--- src/rtl/spi_buf_pkg.sv ---
package spi_buf_pkg;

    typedef enum logic [1:0] {
        REG_TXDATA = 2'd0,
        REG_RXDATA = 2'd1,
        REG_STATUS = 2'd2,
        REG_NONE   = 2'd3
    } reg_sel_e;

    typedef enum logic {
        ST_IDLE  = 1'b0,
        ST_SHIFT = 1'b1
    } seq_state_e;

    localparam int STAT_TX_FULL  = 0;
    localparam int STAT_TX_EMPTY = 1;
    localparam int STAT_RX_FULL  = 2;
    localparam int STAT_RX_EMPTY = 3;
    localparam int STAT_OVR      = 4;

    localparam int BUS_W = 32;

endpackage

--- src/rtl/spi_buf_fifo.sv ---
module spi_buf_fifo #(
    parameter int W     = 8,
    parameter int DEPTH = 4
) (
    input  logic                         clk,
    input  logic                         rst,
    input  logic                         push,
    input  logic [W-1:0]                 push_data,
    input  logic                         pop,
    output logic [W-1:0]                 head,
    output logic [W-1:0]                 second,
    output logic [$clog2(DEPTH+1)-1:0]   count,
    output logic                         full,
    output logic                         empty
);
    localparam int PTR_W = (DEPTH > 1) ? $clog2(DEPTH) : 1;
    localparam int MEM_N = 1 << PTR_W;
    localparam int CNT_W = $clog2(DEPTH + 1);

    logic [W-1:0]     mem [MEM_N];
    logic [PTR_W-1:0] rd_ptr, wr_ptr;
    logic             push_ok, pop_ok;

    function automatic logic [PTR_W-1:0] step(input logic [PTR_W-1:0] p);
        return (p == PTR_W'(DEPTH - 1)) ? '0 : p + 1'b1;
    endfunction

    assign full    = (count == CNT_W'(DEPTH));
    assign empty   = (count == '0);
    assign push_ok = push && !full;
    assign pop_ok  = pop && !empty;
    assign head    = mem[rd_ptr];
    assign second  = mem[step(rd_ptr)];

    always_ff @(posedge clk) begin
        if (push_ok) begin
            mem[wr_ptr] <= push_data;
        end
    end

    always_ff @(posedge clk) begin
        if (rst) begin
            rd_ptr <= '0;
            wr_ptr <= '0;
            count  <= '0;
        end else begin
            if (push_ok) wr_ptr <= step(wr_ptr);
            if (pop_ok)  rd_ptr <= step(rd_ptr);
            unique case ({push_ok, pop_ok})
                2'b10:   count <= count + 1'b1;
                2'b01:   count <= count - 1'b1;
                default: count <= count;
            endcase
        end
    end

    // occupancy rises by exactly one on an accepted lone push
    a_r6_count_up: assert property (@(posedge clk) disable iff (rst)
        (push && !full && !pop) |=> (count == $past(count) + 1'b1));

    // a push into a full store leaves the occupancy unchanged
    a_r7_no_overflow: assert property (@(posedge clk) disable iff (rst)
        (push && full && !pop) |=> (count == $past(count)));

    // occupancy falls by one on a lone pop of a non-empty store
    a_r6_count_down: assert property (@(posedge clk) disable iff (rst)
        (pop && !empty && !push) |=> (count == $past(count) - 1'b1));

endmodule

--- src/rtl/spi_buf_seq.sv ---
module spi_buf_seq
    import spi_buf_pkg::*;
(
    input  logic clk,
    input  logic rst,
    input  logic go,
    input  logic avail_now,
    input  logic avail_next,
    input  logic done,
    output logic load,
    output logic load_next,
    output logic xfer_ok
);
    seq_state_e state_q, state_d;

    always_ff @(posedge clk) begin
        if (rst) state_q <= ST_IDLE;
        else     state_q <= state_d;
    end

    always_comb begin
        state_d = state_q;
        unique case (state_q)
            ST_IDLE:  if (go && avail_now) state_d = ST_SHIFT;
            ST_SHIFT: if (done && !(go && avail_next)) state_d = ST_IDLE;
            default:  state_d = ST_IDLE;
        endcase
    end

    always_comb begin
        load      = 1'b0;
        load_next = 1'b0;
        xfer_ok   = 1'b0;
        unique case (state_q)
            ST_IDLE: begin
                load = go && avail_now;
            end
            ST_SHIFT: begin
                xfer_ok   = done;
                load      = done && go && avail_next;
                load_next = done && go && avail_next;
            end
            default: ;
        endcase
    end

    // no word is handed over unless the go condition holds
    a_r3_load_needs_go: assert property (@(posedge clk) disable iff (rst)
        load |-> go);

    // a running transfer without completion stays running, no load
    a_r4_hold: assert property (@(posedge clk) disable iff (rst)
        (state_q == ST_SHIFT && !done) |-> !load ##1 (state_q == ST_SHIFT));

    // a chained load keeps the sequencer in SHIFT
    a_r4_chain: assert property (@(posedge clk) disable iff (rst)
        load_next |=> (state_q == ST_SHIFT));

    // a completion seen in IDLE never counts as a transfer
    a_r13_idle_done: assert property (@(posedge clk) disable iff (rst)
        (state_q == ST_IDLE) |-> !xfer_ok);

endmodule

--- src/rtl/spi_xfer_buffer.sv ---
module spi_xfer_buffer
    import spi_buf_pkg::*;
#(
    parameter int W        = 8,
    parameter int TX_DEPTH = 1,
    parameter int RX_DEPTH = 1
) (
    input  logic         clk,
    input  logic         rst,
    input  logic         host_valid,
    input  logic         host_write,
    input  logic [1:0]   host_addr,
    input  logic [31:0]  host_wdata,
    output logic         host_ready,
    output logic [31:0]  host_rdata,
    output logic         host_err,
    input  logic         eng_master,
    input  logic         eng_enable,
    input  logic         eng_ssel,
    input  logic         eng_done,
    input  logic [W-1:0] eng_rx_word,
    output logic         shift_load,
    output logic [W-1:0] shift_word,
    output logic         overrun_irq
);
    localparam int PAD_W    = BUS_W - W;
    localparam int RX_CNT_W = $clog2(RX_DEPTH + 1);

    reg_sel_e     sel;
    logic         go;
    logic         wr_tx, wr_st, rd_rx;
    logic [W-1:0] wr_word;
    logic         tx_full, tx_empty, tx_avail_now, tx_avail_next, tx_push;
    logic [W-1:0] tx_word_now, tx_word_next;
    logic         load_next, xfer_ok;
    logic         rx_full, rx_empty;
    logic [W-1:0] rx_head, rx_second;
    logic [RX_CNT_W-1:0] rx_count;
    logic         ovr_q, ovr_set, ovr_clr;
    logic [BUS_W-1:0] status;
    logic         unused_bits;

    assign sel     = reg_sel_e'(host_addr);
    assign go      = eng_master ? eng_enable : eng_ssel;
    assign wr_tx   = host_valid && host_write && (sel == REG_TXDATA);
    assign wr_st   = host_valid && host_write && (sel == REG_STATUS);
    assign rd_rx   = host_valid && !host_write && (sel == REG_RXDATA);
    assign wr_word = host_wdata[BUS_W-1 -: W];
    assign tx_push = wr_tx && !tx_full;

    // transmit store: single holding register or FIFO
    generate
        if (TX_DEPTH == 1) begin : g_tx_reg
            logic [W-1:0] hold_q;
            logic         pend_q;

            always_ff @(posedge clk) begin
                if (rst) begin
                    hold_q <= '0;
                    pend_q <= 1'b0;
                end else if (tx_push) begin
                    hold_q <= wr_word;
                    pend_q <= 1'b1;
                end else if (shift_load) begin
                    pend_q <= 1'b0;
                end
            end

            assign tx_full       = pend_q;
            assign tx_empty      = !pend_q;
            assign tx_avail_now  = 1'b1;
            assign tx_avail_next = 1'b1;
            assign tx_word_now   = hold_q;
            assign tx_word_next  = hold_q;
        end else begin : g_tx_fifo
            localparam int TX_CNT_W = $clog2(TX_DEPTH + 1);
            logic [TX_CNT_W-1:0] tx_count;

            spi_buf_fifo #(.W(W), .DEPTH(TX_DEPTH)) u_tx_fifo (
                .clk       (clk),
                .rst       (rst),
                .push      (tx_push),
                .push_data (wr_word),
                .pop       (xfer_ok),
                .head      (tx_word_now),
                .second    (tx_word_next),
                .count     (tx_count),
                .full      (tx_full),
                .empty     (tx_empty)
            );

            assign tx_avail_now  = !tx_empty;
            assign tx_avail_next = (tx_count >= TX_CNT_W'(2));
        end
    endgenerate

    spi_buf_seq u_seq (
        .clk        (clk),
        .rst        (rst),
        .go         (go),
        .avail_now  (tx_avail_now),
        .avail_next (tx_avail_next),
        .done       (eng_done),
        .load       (shift_load),
        .load_next  (load_next),
        .xfer_ok    (xfer_ok)
    );

    assign shift_word = load_next ? tx_word_next : tx_word_now;

    // receive store: double buffer behind the shift register
    spi_buf_fifo #(.W(W), .DEPTH(RX_DEPTH)) u_rx_fifo (
        .clk       (clk),
        .rst       (rst),
        .push      (xfer_ok),
        .push_data (eng_rx_word),
        .pop       (rd_rx),
        .head      (rx_head),
        .second    (rx_second),
        .count     (rx_count),
        .full      (rx_full),
        .empty     (rx_empty)
    );

    assign ovr_set = xfer_ok && rx_full;
    assign ovr_clr = wr_st && host_wdata[STAT_OVR];

    always_ff @(posedge clk) begin
        if (rst)          ovr_q <= 1'b0;
        else if (ovr_set) ovr_q <= 1'b1;
        else if (ovr_clr) ovr_q <= 1'b0;
    end

    assign overrun_irq = ovr_q;

    always_comb begin
        status = '0;
        status[STAT_TX_FULL]  = tx_full;
        status[STAT_TX_EMPTY] = tx_empty;
        status[STAT_RX_FULL]  = rx_full;
        status[STAT_RX_EMPTY] = rx_empty;
        status[STAT_OVR]      = ovr_q;
    end

    always_comb begin
        host_rdata = '0;
        host_err   = 1'b0;
        if (host_valid) begin
            unique case (sel)
                REG_TXDATA: host_err = host_write && tx_full;
                REG_RXDATA: begin
                    if (!host_write) begin
                        if (rx_empty) host_err = 1'b1;
                        else          host_rdata = BUS_W'(rx_head) << PAD_W;
                    end
                end
                REG_STATUS: if (!host_write) host_rdata = status;
                REG_NONE:   ;
                default:    ;
            endcase
        end
    end

    assign host_ready  = 1'b1;
    assign unused_bits = ^{host_wdata, rx_second, rx_count};

    // a write into a full transmit store is answered with an error
    a_r7_full_err: assert property (@(posedge clk) disable iff (rst)
        (wr_tx && tx_full) |-> host_err);

    // reading the transmit address yields zero
    a_r8_tx_read_zero: assert property (@(posedge clk) disable iff (rst)
        (host_valid && !host_write && sel == REG_TXDATA) |-> (host_rdata == '0 && !host_err));

    // a completion into a full receive store raises the interrupt
    a_r9_overrun_sets: assert property (@(posedge clk) disable iff (rst)
        (xfer_ok && rx_full) |=> overrun_irq);

    // reading an empty receive store gives error and zero data
    a_r10_rx_empty_err: assert property (@(posedge clk) disable iff (rst)
        (rd_rx && rx_empty) |-> (host_err && host_rdata == '0));

    // the interrupt stays set unless cleared by the host
    a_r11_sticky: assert property (@(posedge clk) disable iff (rst)
        (overrun_irq && !ovr_clr) |=> overrun_irq);

endmodule

--- config.mk ---
export PLATFORM = sky130hd
export DESIGN_NAME = spi_xfer_buffer
export DESIGN_NICKNAME = d
export VERILOG_FILES = /design/src/rtl/spi_buf_pkg.sv /design/src/rtl/spi_buf_fifo.sv /design/src/rtl/spi_buf_seq.sv /design/src/rtl/spi_xfer_buffer.sv
export SDC_FILE = /design/constraint.sdc
export NUM_CORES = 1
export LEC_CHECK = 0
export CORE_MARGIN = 4
export CORE_UTILIZATION = 36
export CTS_BUF_LIST = sky130_fd_sc_hd__clkbuf_4 sky130_fd_sc_hd__clkbuf_8 sky130_fd_sc_hd__clkbuf_16
export DETAILED_ROUTE_END_ITERATION = 8
export GPL_ROUTABILITY_DRIVEN = 0
export PLACE_DENSITY = 0.85
export SLEW_MARGIN = 20
export SYNTH_ARGS = -nofsm -noshare
export SYNTH_HDL_FRONTEND = slang
export SYNTH_HIERARCHICAL = 1
export SYNTH_SLANG_ARGS = --single-unit
--- constraint.sdc ---
create_clock -name clk -period 3.4 [get_ports clk]
set_input_delay 0.68 -clock clk [delete_from_list [all_inputs] [get_ports clk]]
set_output_delay 0.68 -clock clk [all_outputs]
set_load 0.05 [all_outputs]
==> load_flow_metrics.sql, run 1 <==
INSERT INTO impl_metrics (metric_group, metric, value, unit) VALUES
('job', 'count_of_max_cap_constraint_violations', '0', ''),
('placed_design', 'place_hpwl', '2130', 'um'),
('critical_path', 'cpMaxStageDelayCell', 'sky130_fd_sc_hd__clkdlybuf4s50_1', ''),
('floorplan', 'initial_core_util', '37.8', '%'),
('placed_design', 'portBuffers', '50', ''),
('route', 'num_vias', '898', ''),
('status', 'outcome', 'finished, final reports clean', ''),
('global_routing', 'largest_net_degree_at_the_start_of_global_routing', '22', ''),
('finish', 'final_area', '1760', 'um2'),
('critical_path', 'timing.critical_path.cells', 'clkdlybuf4s50_1 -> inv_1 -> ha_1 -> and4b_1 -> and2_1 -> buf_12', ''),
('route', 'iteration_0_drc_markers', '23', ''),
('critical_path', 'crit_required', '2.72', 'ns'),
('route', 'routed_wirelength', '2530', 'um'),
('clock_tree', 'post-cts-setup-buffers', '0', ''),
('power', 'vdd_drop_max', '0.000182', 'V'),
('finish', 'mostFrequentLayoutCells', 'sky130_fd_sc_hd__clkdlybuf4s50_1, sky130_fd_sc_hd__conb_1, sky130_fd_sc_hd__nand2b_1, sky130_fd_sc_hd__dfxtp_1, sky130_fd_sc_hd__buf_12', ''),
('critical_path', 'cp.buffers_inverters', '3', ''),
('floorplan', 'die-width', '64.9', 'um'),
('finish', 'layout_commonest_cell', 'sky130_fd_sc_hd__clkdlybuf4s50_1', ''),
('timing', 'layout_min_cycle_time', '2.93', 'ns'),
('clock_tree', 'post_cts_resize_count', '0', ''),
('critical_path', 'worst-setup-path-type', 'in -> out', ''),
('floorplan', 'die_height', '64.9', 'um'),
('clock_tree', 'clock_insertion_delay_at_the_later_pin_of_the_skew_report', '0.29', 'ns'),
('critical_path', 'critical_path.startpoint_type', 'input pin', ''),
('clock_tree', 'hold_buffers', '0', ''),
('critical_path', 'critical-path-top-delay-family', 'buffers and inverters', ''),
('timing', 'final-hold-violation-count', '0', ''),
('clock_tree', 'clock_pin_slew_reported_for_the_worst_setup_and_hold_paths_after_clock_tree_synthesis', '0.11', 'ns'),
('global_routing', 'global_route_wire_length_before_repair', '3860', 'um'),
('timing', 'totalNegativeSetupSlack', '0', 'ns'),
('timing', 'slew_violations', '0', ''),
('route', 'drtAntennaViolNets', '0', ''),
('clock_tree', 'ctsRootBufferMaster', 'sky130_fd_sc_hd__clkbuf_4', ''),
('synth', 'post_synth.cell_area_avg', '10.3', 'um2'),
('floorplan', 'core_region_area', '3080', 'um2'),
('placed_design', 'detailed_place.area', '1740', 'um2'),
('critical_path', 'worst_endpoint_data_arrival_time', '2.25', 'ns'),
('timing', 'fin_worst_skew', '0.00139', 'ns'),
('clock_tree', 'cts-htree-levels', '1', ''),
('clock_tree', 'cts_buf_count', '3', ''),
('power', 'power_density', '289', 'nW/um2'),
('worst_hold_path', 'worstHoldPathType', 'reg -> reg', ''),
('route', 'vias_per_cell', '4.30', ''),
('route', 'length_of_the_first_detailed_routing_pass_in_iterations', '4', ''),
('global_routing', 'globalRoute.totalOverflow', '0', ''),
('timing', 'worst-slew-pin-transition', '0.551', 'ns'),
('floorplan', 'die_area', '4210', 'um2'),
('global_routing', 'antenna_found_initial', '0', ''),
('critical_path', 'max_stage_delay', '0.49', 'ns'),
('floorplan', 'floorplan.rows', '20', ''),
('timing', 'setup_violations', '0', ''),
('power', 'leakage', '0.733', 'nW'),
('timing', 'timing.final.crit_share', '86.0', '%'),
('route', 'avgRoutedWirePerCell', '12.1', 'um'),
('finish', 'drive_above_1_share', '13.9', '%'),
('timing', 'achievable_clock_frequency', '0.342', 'GHz'),
('synth', 'syn_area', '1160', 'um2'),
('clock_tree', 'clock_tree_from_tritoncts', 'built', ''),
('finish', 'antenna_cells', '0', ''),
('finish', 'area_added_between_synthesis_and_finish', '51.4', '%'),
('critical_path', 'critical_path_peak_fanout', '8', ''),
('synth', 'postSynthCellCount', '113', ''),
('critical_path', 'cp-end-kind', 'primary output', ''),
('clock_tree', 'clock-sinks', '20', ''),
('route', 'drcViolationCount', '0', ''),
('timing', 'setup_repair_after_global_routing_missed_its_margin', 'no', ''),
('synth', 'yosys_warnings', '6', ''),
('timing', 'worst_slew_margin_rel', '63.2', '%'),
('global_routing', 'groute.usage.overall', '11.8', '%'),
('global_routing', 'first_global_vias', '932', ''),
('finish', 'nets', '219', ''),
('clock_tree', 'clock_path_buffers', '2', ''),
('floorplan', 'pin_count', '94', '');
[worst paths after layout]
path                        start            end  slack (ns)  cells after the start
setup / recovery     host_addr[0]  host_rdata[4]        0.47                      6
hold / removal      shift_word[7]  shift_word[7]        0.48                      2
setup reg to reg  g_tx_reg.pend_q  shift_word[4]        2.11                      2
hold reg to reg     shift_word[7]  shift_word[7]        0.48                      2
[power by group]
part,total [W],internal (W),switching (W)
Combinational,0.000138,0.0000490,0.0000887
Sequential,0.000261,0.000257,0.00000412
Clock,0.000110,0.0000426,0.0000676
[state kept, by name, indices dropped and copies added (netlist names)]
signal           count
u_rx_fifo/count      1
overrun_irq          1
g_tx_reg.pend_q      1
u_rx_fifo/mem        8
shift_word           8
u_seq/state_q        1
[area by class of cell]
| type | count | area (um2) |
|---|---|---|
| multi-input combinational | 88 | 576 |
| clock buffer | 3 | 22.5 |
| timing repair buffer | 50 | 613 |
| clock inverter | 1 | 3.75 |
| tap | 44 | 55.1 |
| sequential | 20 | 480 |
| fill | 268 | 1320 |
| inverter | 3 | 11.3 |
[through the flow]
stage / total power (W) / utilization [%] / cells / hold WS, ns / worst slack, ns
after floorplan: 0.000376 / - / 135 / 0.473 / 0.584
after global placement: 0.000400 / 56.4 / 205 / 0.458 / 0.512
after detailed placement: 0.000404 / 56.4 / 205 / 0.471 / 0.458
after CTS: 0.000514 / 57.2 / 209 / 0.490 / 0.461
after global routing: 0.000536 / 57.2 / 209 / 0.514 / 0.387
final: 0.000509 / 57.2 / 209 / 0.485 / 0.475
[worst register-to-register path, delay by kind of cell (launching register included)]
family	cells	cell delay [ns]
flops	1	0.35
mux	1	0.26
simple gates	1	0.61
[layer usage]
layer / track usage, % / share of wire, % / up-vias
li1: - / - / 439
met1: 11.4 / 34 / 412
met2: 22.2 / 54 / 45
met3: 4.51 / 11 / 2
met4: 4.75 / 0.79 / 0
met5: 0 / 0 / -
Power figures use the tool's default switching activity.
==> run 2: changes to the inputs <==
CELL_PAD_IN_SITES_DETAIL_PLACEMENT = 1   (was not set)
CELL_PAD_IN_SITES_GLOBAL_PLACEMENT = 2   (was not set)
CORE_UTILIZATION = 19   (was 36)
PLACE_DENSITY = not set   (was 0.85)
PLACE_DENSITY_LB_ADDON = 0.1   (was not set)
==> load_flow_metrics.sql, run 2 (same netlist as run 1, synthesis figures left out) <==
INSERT INTO impl_metrics (metric_group, metric, value, unit) VALUES
('finish', 'final_cell_count_no_fill', '240', ''),
('timing', 'worst-slew-pin-transition', '0.610', 'ns'),
('clock_tree', 'hold_buffers', '0', ''),
('clock_tree', 'clock_insertion_delay_at_the_later_pin_of_the_skew_report', '0.25', 'ns'),
('finish', 'layout_commonest_cell', 'sky130_fd_sc_hd__clkdlybuf4s50_1', ''),
('critical_path', 'crit_required', '2.72', 'ns'),
('clock_tree', 'clock_tree_from_tritoncts', 'built', ''),
('critical_path', 'timing.critical_path.cells', 'clkdlybuf4s50_1 -> inv_1 -> ha_1 -> and4b_1 -> and2_1 -> buf_12', ''),
('route', 'length_of_the_first_detailed_routing_pass_in_iterations', '2', ''),
('route', 'num_vias', '901', ''),
('power', 'vdd_drop_max', '0.0000927', 'V'),
('critical_path', 'critical_path_peak_fanout', '8', ''),
('finish', 'antenna_cells', '0', ''),
('clock_tree', 'post-cts-setup-buffers', '0', ''),
('global_routing', 'largest_net_degree_at_the_start_of_global_routing', '22', ''),
('timing', 'setup_repair_after_global_routing_missed_its_margin', 'no', ''),
('finish', 'drive_above_1_share', '13.9', '%'),
('power', 'share_clk_of_total_power', '28.0', '%'),
('clock_tree', 'cts_buf_count', '3', ''),
('route', 'drcViolationCount', '0', ''),
('power', 'power_density', '303', 'nW/um2'),
('route', 'drtAntennaViolNets', '0', ''),
('floorplan', 'core_region_area', '5920', 'um2'),
('finish', 'mostFrequentLayoutCells', 'sky130_fd_sc_hd__clkdlybuf4s50_1, sky130_fd_sc_hd__conb_1, sky130_fd_sc_hd__nand2b_1, sky130_fd_sc_hd__buf_12, sky130_fd_sc_hd__dfxtp_1', ''),
('status', 'outcome', 'finished, final reports clean', ''),
('route', 'iteration_0_drc_markers', '5', ''),
('floorplan', 'floorplan.rows', '28', ''),
('power', 'p_comb_share', '25.0', '%'),
('job', 'count_of_max_cap_constraint_violations', '0', ''),
('route', 'routed_wirelength', '2960', 'um'),
('global_routing', 'first_global_vias', '1015', ''),
('floorplan', 'die_area', '7440', 'um2'),
('clock_tree', 'post_cts_resize_count', '0', ''),
('timing', 'slew_violations', '0', ''),
('timing', 'fin_worst_skew', '0.000942', 'ns'),
('power', 'power_report.internal_total', '0.000386', 'W'),
('finish', 'post-route-util', '30.9', '%'),
('worst_hold_path', 'worstHoldPathType', 'reg -> reg', ''),
('clock_tree', 'cts-htree-levels', '1', ''),
('clock_tree', 'clock_path_buffers', '2', ''),
('route', 'vias_per_cell', '3.75', ''),
('timing', 'achievable_clock_frequency', '0.337', 'GHz'),
('floorplan', 'initial_core_util', '19.7', '%'),
('power', 'seq_power_share', '47.0', '%'),
('route', 'avgRoutedWirePerCell', '12.3', 'um'),
('placed_design', 'place.detailed.instances', '236', ''),
('clock_tree', 'ctsRootBufferMaster', 'sky130_fd_sc_hd__clkbuf_8', ''),
('power', 'p_switching', '0.000168', 'W'),
('worst_hold_path', 'worst_hold_path.num_cells', '2', ''),
('placed_design', 'place_hpwl', '2410', 'um'),
('global_routing', 'groute.usage.overall', '8.38', '%'),
('clock_tree', 'clock_pin_slew_reported_for_the_worst_setup_and_hold_paths_after_clock_tree_synthesis', '0.07', 'ns'),
('global_routing', 'antenna_found_initial', '0', ''),
('timing', 'totalNegativeSetupSlack', '0', 'ns'),
('critical_path', 'worst-setup-path-type', 'in -> out', ''),
('timing', 'final.hold.worst_slack', '0.478', 'ns'),
('power', 'switching_share', '30.3', '%'),
('timing', 'worst_slew_margin_rel', '59.2', '%'),
('timing', 'final-hold-violation-count', '0', ''),
('finish', 'nets', '219', ''),
('critical_path', 'cp-end-kind', 'primary output', ''),
('critical_path', 'rr_worst_depth', '2', ''),
('finish', 'fill_cells', '668', ''),
('global_routing', 'globalRoute.totalOverflow', '0', ''),
('global_routing', 'global_route_wire_length_before_repair', '4890', 'um'),
('timing', 'layout_min_cycle_time', '2.96', 'ns'),
('critical_path', 'cpMaxStageDelayCell', 'sky130_fd_sc_hd__clkdlybuf4s50_1', ''),
('critical_path', 'critical_path.startpoint_type', 'input pin', ''),
('clock_tree', 'clock-sinks', '20', ''),
('power', 'p_total', '0.000555', 'W'),
('placed_design', 'portBuffers', '50', ''),
('power', 'leakage', '0.743', 'nW'),
('finish', 'area_added_between_synthesis_and_finish', '57.4', '%'),
('floorplan', 'die-width', '86.3', 'um'),
('floorplan', 'die_height', '86.3', 'um'),
('critical_path', 'worst_endpoint_data_arrival_time', '2.28', 'ns'),
('floorplan', 'pin_count', '94', ''),
('timing', 'setup_violations', '0', ''),
('timing', 'timing.final.crit_share', '87.2', '%'),
('critical_path', 'max_stage_delay', '0.50', 'ns');
[run 2: cell types whose count changed in the layout (fill, tap and decap cells not counted)]
cell,change
sky130_fd_sc_hd__buf_12,+1
sky130_fd_sc_hd__clkbuf_8,+3
sky130_fd_sc_hd__clkbuf_4,-3
sky130_fd_sc_hd__buf_4,-1
[run 2: power groups by stage]
stage / clock, W / sequential [W] / combinational [W]
detailed placement: 0 / 0.000266 / 0.000140
CTS: 0.000167 / 0.000261 / 0.000140
floorplan: 0 / 0.000273 / 0.000103
global route: 0.000178 / 0.000261 / 0.000149
finish: 0.000155 / 0.000261 / 0.000139
global placement: 0 / 0.000266 / 0.000137
[run 2: path summary, 6_finish.rpt]
check,slack (ns),to,startpoint
setup / recovery,0.44,host_rdata[4],host_addr[0]
hold / removal,0.48,shift_word[7],shift_word[7]
setup reg to reg,2.09,shift_word[2],g_tx_reg.pend_q
hold reg to reg,0.48,shift_word[7],shift_word[7]
[run 2: through the flow]
step                      setup WS (ns)  cell area [um2]
after CTS                         0.385             1830
after detailed placement          0.390             1790
final                             0.435             1830
after floorplan                   0.584             1250
after global routing              0.245             1830
after global placement            0.435             1790
[run 2: critical path, delay by kind of cell]
kind                     cells  cell delay (ns)
AND/OR/NAND/NOR              2             0.50
buffers and inverters        3             0.72
adder cells (fa/ha/maj)      1             0.39
[run 2: cell type report]
type / count / area, um2 / area share [%]
Multi-Input combinational cell: 88 / 576 / 31.4
Clock buffer: 3 / 41.3 / 2.25
Sequential cell: 20 / 480 / 26.2
Clock inverter: 1 / 3.75 / 0.205
Tap cell: 75 / 93.8 / 5.12
Inverter: 3 / 11.3 / 0.615
Timing Repair Buffer: 50 / 626 / 34.2
[run 2: metal layers]
layer / wire length [um] / GRT usage [%] / vias up / part of all wire, %
met3: 274 / 2.66 / 2 / 9.3
met1: 1140 / 9.25 / 422 / 39
met2: 1500 / 14.9 / 36 / 51
met4: 32 / 3.40 / 0 / 1.1
met5: 0 / 0 / - / 0
li1: - / - / 441 / -
